File: src/rtl/edge_irq_ctrl.sv
module edge_irq_ctrl #(
  parameter int DW = 16
) (
  input  logic          clk,
  input  logic          rst_n,
  input  logic          tmr_evt,
  input  logic          dac_evt,
  input  logic          adc_evt,
  input  logic [3:0]    cnt_evt,
  input  logic          mem_evt,
  input  logic [7:0]    pin_in,
  input  logic          wr_en,
  input  logic [1:0]    wr_sel,
  input  logic [DW-1:0] wr_data,
  output logic [DW-1:0] status,
  output logic [DW-1:0] irq_en,
  output logic [DW-1:0] dio_ctrl,
  output logic [1:0]    grp_dir,
  output logic          irq
);
  localparam logic [1:0]    SEL_STAT = 2'd0;
  localparam logic [1:0]    SEL_EN   = 2'd1;
  localparam logic [1:0]    SEL_DIO  = 2'd2;
  localparam logic [DW-1:0] EN_MASK  = 16'hFF7F;
  localparam logic [DW-1:0] DIO_MASK = 16'hFD00;

  logic [7:0]    sync1, sync2, prev;
  logic [7:0]    pol, pin_hit;
  logic [DW-1:0] set_vec, clr_vec;

  always_ff @(posedge clk or negedge rst_n)
    if (!rst_n) begin
      sync1 <= '0;
      sync2 <= '0;
      prev  <= '0;
    end else begin
      sync1 <= pin_in;
      sync2 <= sync1;
      prev  <= sync2;
    end

  assign pol     = {{4{dio_ctrl[8]}}, dio_ctrl[15:12]};
  assign pin_hit = (sync2 & ~prev & ~pol) | (~sync2 & prev & pol);

  assign set_vec = {pin_hit, mem_evt, cnt_evt[0], cnt_evt[1], cnt_evt[2], cnt_evt[3],
                    adc_evt, dac_evt, tmr_evt};
  assign clr_vec = (wr_en && wr_sel == SEL_STAT) ? wr_data : '0;

  always_ff @(posedge clk or negedge rst_n)
    if (!rst_n) begin
      status   <= '0;
      irq_en   <= '0;
      dio_ctrl <= '0;
    end else begin
      status <= (status & ~clr_vec) | set_vec;
      if (wr_en && wr_sel == SEL_EN)  irq_en   <= wr_data & EN_MASK;
      if (wr_en && wr_sel == SEL_DIO) dio_ctrl <= wr_data & DIO_MASK;
    end

  assign grp_dir = dio_ctrl[11:10];
  assign irq     = |(status & irq_en);

  AST_TMR_LATCH:    assert property (@(posedge clk) disable iff (!rst_n) tmr_evt |=> status[0]);
  AST_CNT0_BIT6:    assert property (@(posedge clk) disable iff (!rst_n) cnt_evt[0] |=> status[6]);
  AST_STICKY:       assert property (@(posedge clk) disable iff (!rst_n)
                      1'b1 |=> (($past(status) & ~$past(clr_vec) & ~status) == '0));
  AST_CLEAR_WORKS:  assert property (@(posedge clk) disable iff (!rst_n)
                      1'b1 |=> ((status & $past(clr_vec) & ~$past(set_vec)) == '0));
  AST_EVENT_WINS:   assert property (@(posedge clk) disable iff (!rst_n)
                      (tmr_evt && clr_vec[0]) |=> status[0]);
  AST_MEM_NO_EN:    assert property (@(posedge clk) disable iff (!rst_n) !irq_en[7]);
  AST_IRQ_SOURCE:   assert property (@(posedge clk) disable iff (!rst_n)
                      irq |-> (status != '0 && irq_en != '0));
  AST_DIR_HOLD:     assert property (@(posedge clk) disable iff (!rst_n)
                      !(wr_en && wr_sel == SEL_DIO) |=> $stable(grp_dir));
endmodule

File: config.mk
export PLATFORM = sky130hd
export DESIGN_NAME = edge_irq_ctrl
export DESIGN_NICKNAME = d
export VERILOG_FILES = /design/src/rtl/edge_irq_ctrl.sv
export SDC_FILE = /design/constraint.sdc
export NUM_CORES = 1
export LEC_CHECK = 0
export BUFFER_PORTS_ARGS = -buffer_cell sky130_fd_sc_hd__buf_2
export CORE_UTILIZATION = 45
export CTS_BUF_LIST = sky130_fd_sc_hd__clkbuf_2 sky130_fd_sc_hd__clkbuf_4 sky130_fd_sc_hd__clkbuf_8
export CTS_CLUSTER_SIZE = 30
export DETAILED_ROUTE_END_ITERATION = 10
export GPL_TIMING_DRIVEN = 0
export HOLD_SLACK_MARGIN = 0.05
export PLACE_DENSITY = 0.76
export SYNTH_ARGS = -nofsm -noshare
export SYNTH_HDL_FRONTEND = slang
export SYNTH_SLANG_ARGS = --single-unit
File: constraint.sdc
create_clock -name clk -period 1 [get_ports clk]
set_input_delay 0.05 -clock clk [delete_from_list [all_inputs] [get_ports clk]]
set_output_delay 0.05 -clock clk [all_outputs]
set_load 0.02 [all_outputs]
==> results.md, run 1 <==
* Worst-path clk slew at about 0.07 ns
* IO buf count at between 70 and 80
* DRT Wirelength at between 5000 and 6000 um
* Highest net fanout along the worst path at 3
* Sequential area share after synthesis at between 60% and 70%
* Root Buffer: clkbuf_8
* CTS tree: done
* Vias in the first global route at ~1700
* Fin worst setup slack at -0.669 ns
* Crit path DAT at 1.62 ns
* Clock sinks at slightly above 60
* FF-to-FF setup slack at -0.07 ns
* Layout Nets at 333
* Unrepaired setup endpoints after global routing: yes
* Critical path class: reg2out
* Synthesized cell area at around 2300 um^2
* Area Overhead vs Synth at 48.3%
* Fin crit share at 167%
* Fillers at 330
* Worst setup EP type: output port
* Worst Clk Skew at 0.00914 ns
* Fin. max-slew vios at 0
* Fin crit period at around 1.7 ns
* Share of layout cells above drive strength 1 at between 40% and 50%
* Die height at roughly 74 um
* Grt ovf at 0
* Failing checks: setup timing
* H-tree lvl count at 3
* Critical path launch point type: flip-flop
* Initial antenna violation count at 0
* Largest net degree at the start of global routing at 63
* Dpl ws at -0.382 ns
* DRT iter0 DRCs at 54
* CTS buffer count at 9
* Mean post-synth cell area at approximately 14 um^2
* Cell area power density at between 1500 and 2000 nW/um^2
* Max cap viols at 0
* Netlist cell types at 23
* Routed vias/inst at roughly 4.7
* Core box area at between 4000 and 5000 um^2
* Slew headroom at between 60% and 70%
* Starting Density at approximately half
* Synthesized instance count at approximately 160
* Final hold vios at 0
* Wirelength per Cell at about 14 um
* First-pass GRT wire length at around 8000 um
* Hold Path Class: in2reg
* Yosys warning total at 0
* Leak at 1.61 nW
* Die Wd at between 70 and 80 um
* ANT cells at 0
* Total number of vias at around 1700
* Worst-Margin Slew at approximately 0.54 ns
* Drt drc at 0
* Final GP Congestion at between 0.7 and 0.8
* Maximum clock frequency at 599 MHz
* Setup violators final at 6
* Post-route ant nets at 0
* Die area at between 5000 and 6000 um^2
* Max Root-Sink Buffers at 2
* I/O pins at 88
* Total track usage at about a fifth
* Setup TNS at -1.02 ns
* Peak VDD IR at 1.46 mV
* HPWL Detailed at around 3400 um
* 1st-pass router iterations at 4
* Clk Latency, worst-skew pair at roughly 0.33 ns
* Worst path required time at 0.95 ns
* Flops & latches, synth at 62
* Outcome: finished with violations
* Num rows at 25
==> cell usage in the layout (no fill, tap or decap), drive strengths merged, types with 5 or more instances in the layout <==
master,instances
conb,10
mux2,22
clkbuf,12
dfrtp,62
dlygate4sd3,33
nand2,16
nor3b,5
a21o,8
buf,94
nor2,8
==> cell type report <==
class	instances	area, um^2	share of cell area, %
multi-input cells	96	733	21.2
plain buffers	13	105	3.04
repair buffers	114	783	22.7
flip-flops and latches	62	1560	45.0
clock buffers	12	146	4.24
clock inverters	4	47.5	1.38
well taps	67	83.8	2.43
==> sequential cells by signal, summed over array words and instances (netlist names) <==
register  flops
status       16
dio_ctrl      7
irq_en       15
sync1         8
sync2         8
prev          8
==> synthesized netlist by cell type, drive strengths merged <==
cell    number  area [um^2]
buf         14          105
a211o        4         35.0
nor3b        5         48.8
a221oi       1         8.76
nor2         8         30.0
a22oi        4         30.0
nand4        1         6.26
nand2       16         60.1
a221o        4         40.0
a222oi       1         10.0
nand3b       2         18.8
clkbuf       1         3.75
nor2b        4         25.0
a21o         8         60.1
mux2        22          248
a21boi       4         30.0
a22o         1         8.76
conb         1         3.75
and3         1         6.26
dfrtp       62         1550
==> path summary, 6_finish.rpt <==
kind / from / endpoint / cells past startpoint
worst max-delay path: irq_en[2] / irq / 4
max in group asynchronous: rst_n / irq_en[2] / 2
worst min-delay path: wr_sel[1] / status[13] / 4
worst max register to register: dio_ctrl[8] / status[12] / 3
worst min register to register: sync1[7] / sync2[7] / 0
min in group asynchronous: rst_n / dio_ctrl[10] / 2
==> power by group <==
| group | total, mW | switching (mW) | internal, mW |
|---|---|---|---|
| Clock | 2.13 | 0.906 | 1.23 |
| Combinational | 1.41 | 0.723 | 0.683 |
| Sequential | 3.01 | 0.222 | 2.79 |
| Total | 6.55 | 1.85 | 4.70 |
==> per-stage QoR <==
| stage | cells | util (%) | hold WS [ns] | power [mW] | cell area, um^2 |
|---|---|---|---|---|---|
| floorplan | 173 | - | -0.246 | 3.78 | 2380 |
| global placement | 317 | 58.7 | 0.158 | 4.25 | 2850 |
| detailed placement | 317 | 58.7 | 0.159 | 4.29 | 2850 |
| CTS | 366 | 70.3 | 0.142 | 6.54 | 3410 |
| global route | 368 | 71.3 | 0.170 | 6.85 | 3450 |
| finish | 368 | 71.3 | 0.151 | 6.55 | 3450 |
==> what timing repair did <==
| item | 4_1_cts | 5_1_grt |
|---|---|---|
| endpoints found under the setup margin | 10 | 12 |
| gates resized for setup | 10 | 7 |
| pin swaps | 2 | 0 |
| setup buffers | 2 | 2 |
| hold buffers | 33 | 0 |
| endpoints found under the hold margin | 101 | 0 |
==> critical path: stages (launching register included) <==
cell,delay (ns)
dfrtp_2,0.42
a222oi_1,0.37
and3_1,0.21
nand4_1,0.11
buf_4,0.18
==> per-layer routing <==
layer	GRT usage, %	vias to the layer above	wire (um)
met1	24.2	846	2250
met4	9.19	0	70
li1	-	826	-
met3	6.10	8	219
met5	0	-	0
met2	35.4	51	2780
==> cell families (layout without fill, tap and decap cells) <==
logic type,after synthesis,count (layout),synth area share (%)
AOI/OAI and AO/OA,27,27,9.56
DFF,62,62,66.6
and+or+nand+nor,37,37,8.38
other,1,10,0.161
muxes,22,22,10.6
buffers and inverters,15,143,4.67
No activity file was read; power rests on OpenSTA's default activity.
==> run 2: changes to the inputs <==
- BUFFER_PORTS_ARGS: -buffer_cell sky130_fd_sc_hd__buf_2 -> unset
- CORE_UTILIZATION: 45 -> 58
- DONT_BUFFER_PORTS: unset -> 1
- HOLD_SLACK_MARGIN: 0.05 -> 0.02
- PLACE_DENSITY: 0.76 -> 0.75
==> results.md, run 2 (synthesis results as in run 1) <==
* Clk Latency, worst-skew pair at slightly above 0.3 ns
* Grt ovf at 0
* Final GP Congestion at about 0.73
* Wirelength per Cell at 18.4 um
* I/O pins at around 90
* Routed vias/inst at between 5 and 6
* Critical path launch point type: flip-flop
* Worst setup EP type: output port
* Final hold vios at 62
* Fin crit period at ~1.7 ns
* Num rows at 22
* Hold_buf cts at 32
* Commonest non-fill, non-tap cells in the layout: 50 x dfrtp_1, 32 x dlygate4sd3_1, 21 x mux2_2, 15 x nand2_1, 13 x buf_4
* Highest net fanout along the worst path at 3
* Die Wd at ~65 um
* Biggest regs: status (16), irq_en (15)
* Commonest non-fill, non-tap cell in the layout: dfrtp_1
* DRT Wirelength at ~4900 um
* Critical path class: reg2out
* Worst-Margin Slew at 0.537 ns
* Share of layout cells above drive strength 1 at roughly 34%
* Area Overhead vs Synth at 29.6%
* Non-filler cells, final at ~270
* Root Buffer: clkbuf_8
* Post-route cell area at 3020 um^2
* Hold Slack at -0.580 ns
* Failing checks: hold timing, setup timing
* Dpl ws at -0.384 ns
* CTS tree: done
* Fin worst setup slack at -0.684 ns
* Max cap viols at 0
* Starting Density at 62.2%
* Worst Clk Skew at roughly 0.0021 ns
* WL met1 at roughly 1900 um
* DP Cell Count at between 200 and 250
* Layout Nets at between 200 and 300
* Peak VDD IR at 1.35 mV
* WL met2 at 2530 um
* Slew headroom at about 64%
* H-tree lvl count at 3
* Fin. max-slew vios at 0
* Total track usage at between 20% and 30%
* Outcome: finished with violations
* Worst-path clk slew at around 0.070 ns
* Largest net degree at the start of global routing at 63
* First-pass GRT wire length at slightly below 8000 um
* Die area at about 4300 um^2
* Worst setup path startpoint: status[2]
* Initial antenna violation count at 0
* Maximum clock frequency at roughly 600 MHz
* CTS buffer count at 9
* Total number of vias at around 1500
* Core box area at between 3000 and 4000 um^2
* Post-DP Area at ~2400 um^2
* Routed wl met3 at 346 um
* HPWL Detailed at 3150 um
* Fin crit share at 168%
* Reg-to-Reg Start: dio_ctrl[8]
* Crit path DAT at around 1.6 ns
* ANT cells at 0
* Clock sinks at 62
* Hold Path Class: in2async
* Worst path required time at roughly 0.95 ns
* Die height at between 60 and 70 um
* Unrepaired setup endpoints after global routing: yes
* IO buf count at 0
* Drt drc at 0
* Max reg flops at 16
* 1st-pass router iterations at 4
* Vias in the first global route at ~1600
* Cell area power density at 2020 nW/um^2
* Leak at ~1.3 nW
* DRT iter0 DRCs at 68
* Top reg by flops: status
* Post-route ant nets at 0
* Setup TNS at -1.21 ns
* Max layer used: met4
* Max Root-Sink Buffers at 2
* Setup violators final at 5
==> run 2: cell count changes in the layout (fill, tap and decap cells not counted), moves of 3 or more <==
cell and change:
buf_4 -3, buf_6 -4, clkbuf_8 +3, dfrtp_1 -9
dfrtp_2 +9, buf_2 -71
==> run 2: worst max-delay path: stages, from the launching register on <==
cell and delay, ns:
dfrtp_2 0.47, a222oi_1 0.37, and3_1 0.22, nand4_1 0.26
==> run 2: area by class of cell <==
type,instances,area [um^2]
flip-flops and latches,62,1570
well taps,48,60.1
clock buffers,14,180
repair buffers,33,328
clock inverters,1,5.00
multi-input cells,96,752
plain buffers,15,128
fillers,216,724
==> run 2: metal layers <==
metal  vias up  GRT usage (%)
met3        12           8.16
met2        69           45.5
met1       771           29.1
met4         0           14.9
met5         -              0
li1        669              -
==> run 2: final timing paths <==
path                                 to  slack (ns)  depth (start not counted)
max in group asynchronous  dio_ctrl[11]        1.47                          0
min reg2reg                    sync2[7]        0.35                          0
max                                 irq       -0.68                          3
min                           irq_en[5]       -0.58                          0
min in group clk              status[8]        0.01                          2
max reg2reg                  status[13]       -0.14                          3
==> run 2: power by group <==
part | switching [mW] | internal, mW | leakage [nW]
Clock | 0.844 | 1.14 | 0.0994
Combinational | 0.274 | 0.463 | 0.521
Sequential | 0.570 | 2.80 | 0.682
==> run 2: timing repair <==
item	in CTS	in global routing
endpoints found under the hold margin	107	63
buffers inserted	1	0
resized for setup	11	12
cloned	0	0
pin swaps	0	6
endpoints found under the setup margin	9	12
==> run 2: stage by stage <==
stage | total power [mW] | utilization, %
floorplan | 3.78 | -
global placement | 3.89 | 65.1
detailed placement | 3.94 | 65.1
CTS | 6.09 | 80.0
global route | 6.34 | 80.6
finish | 6.10 | 80.6
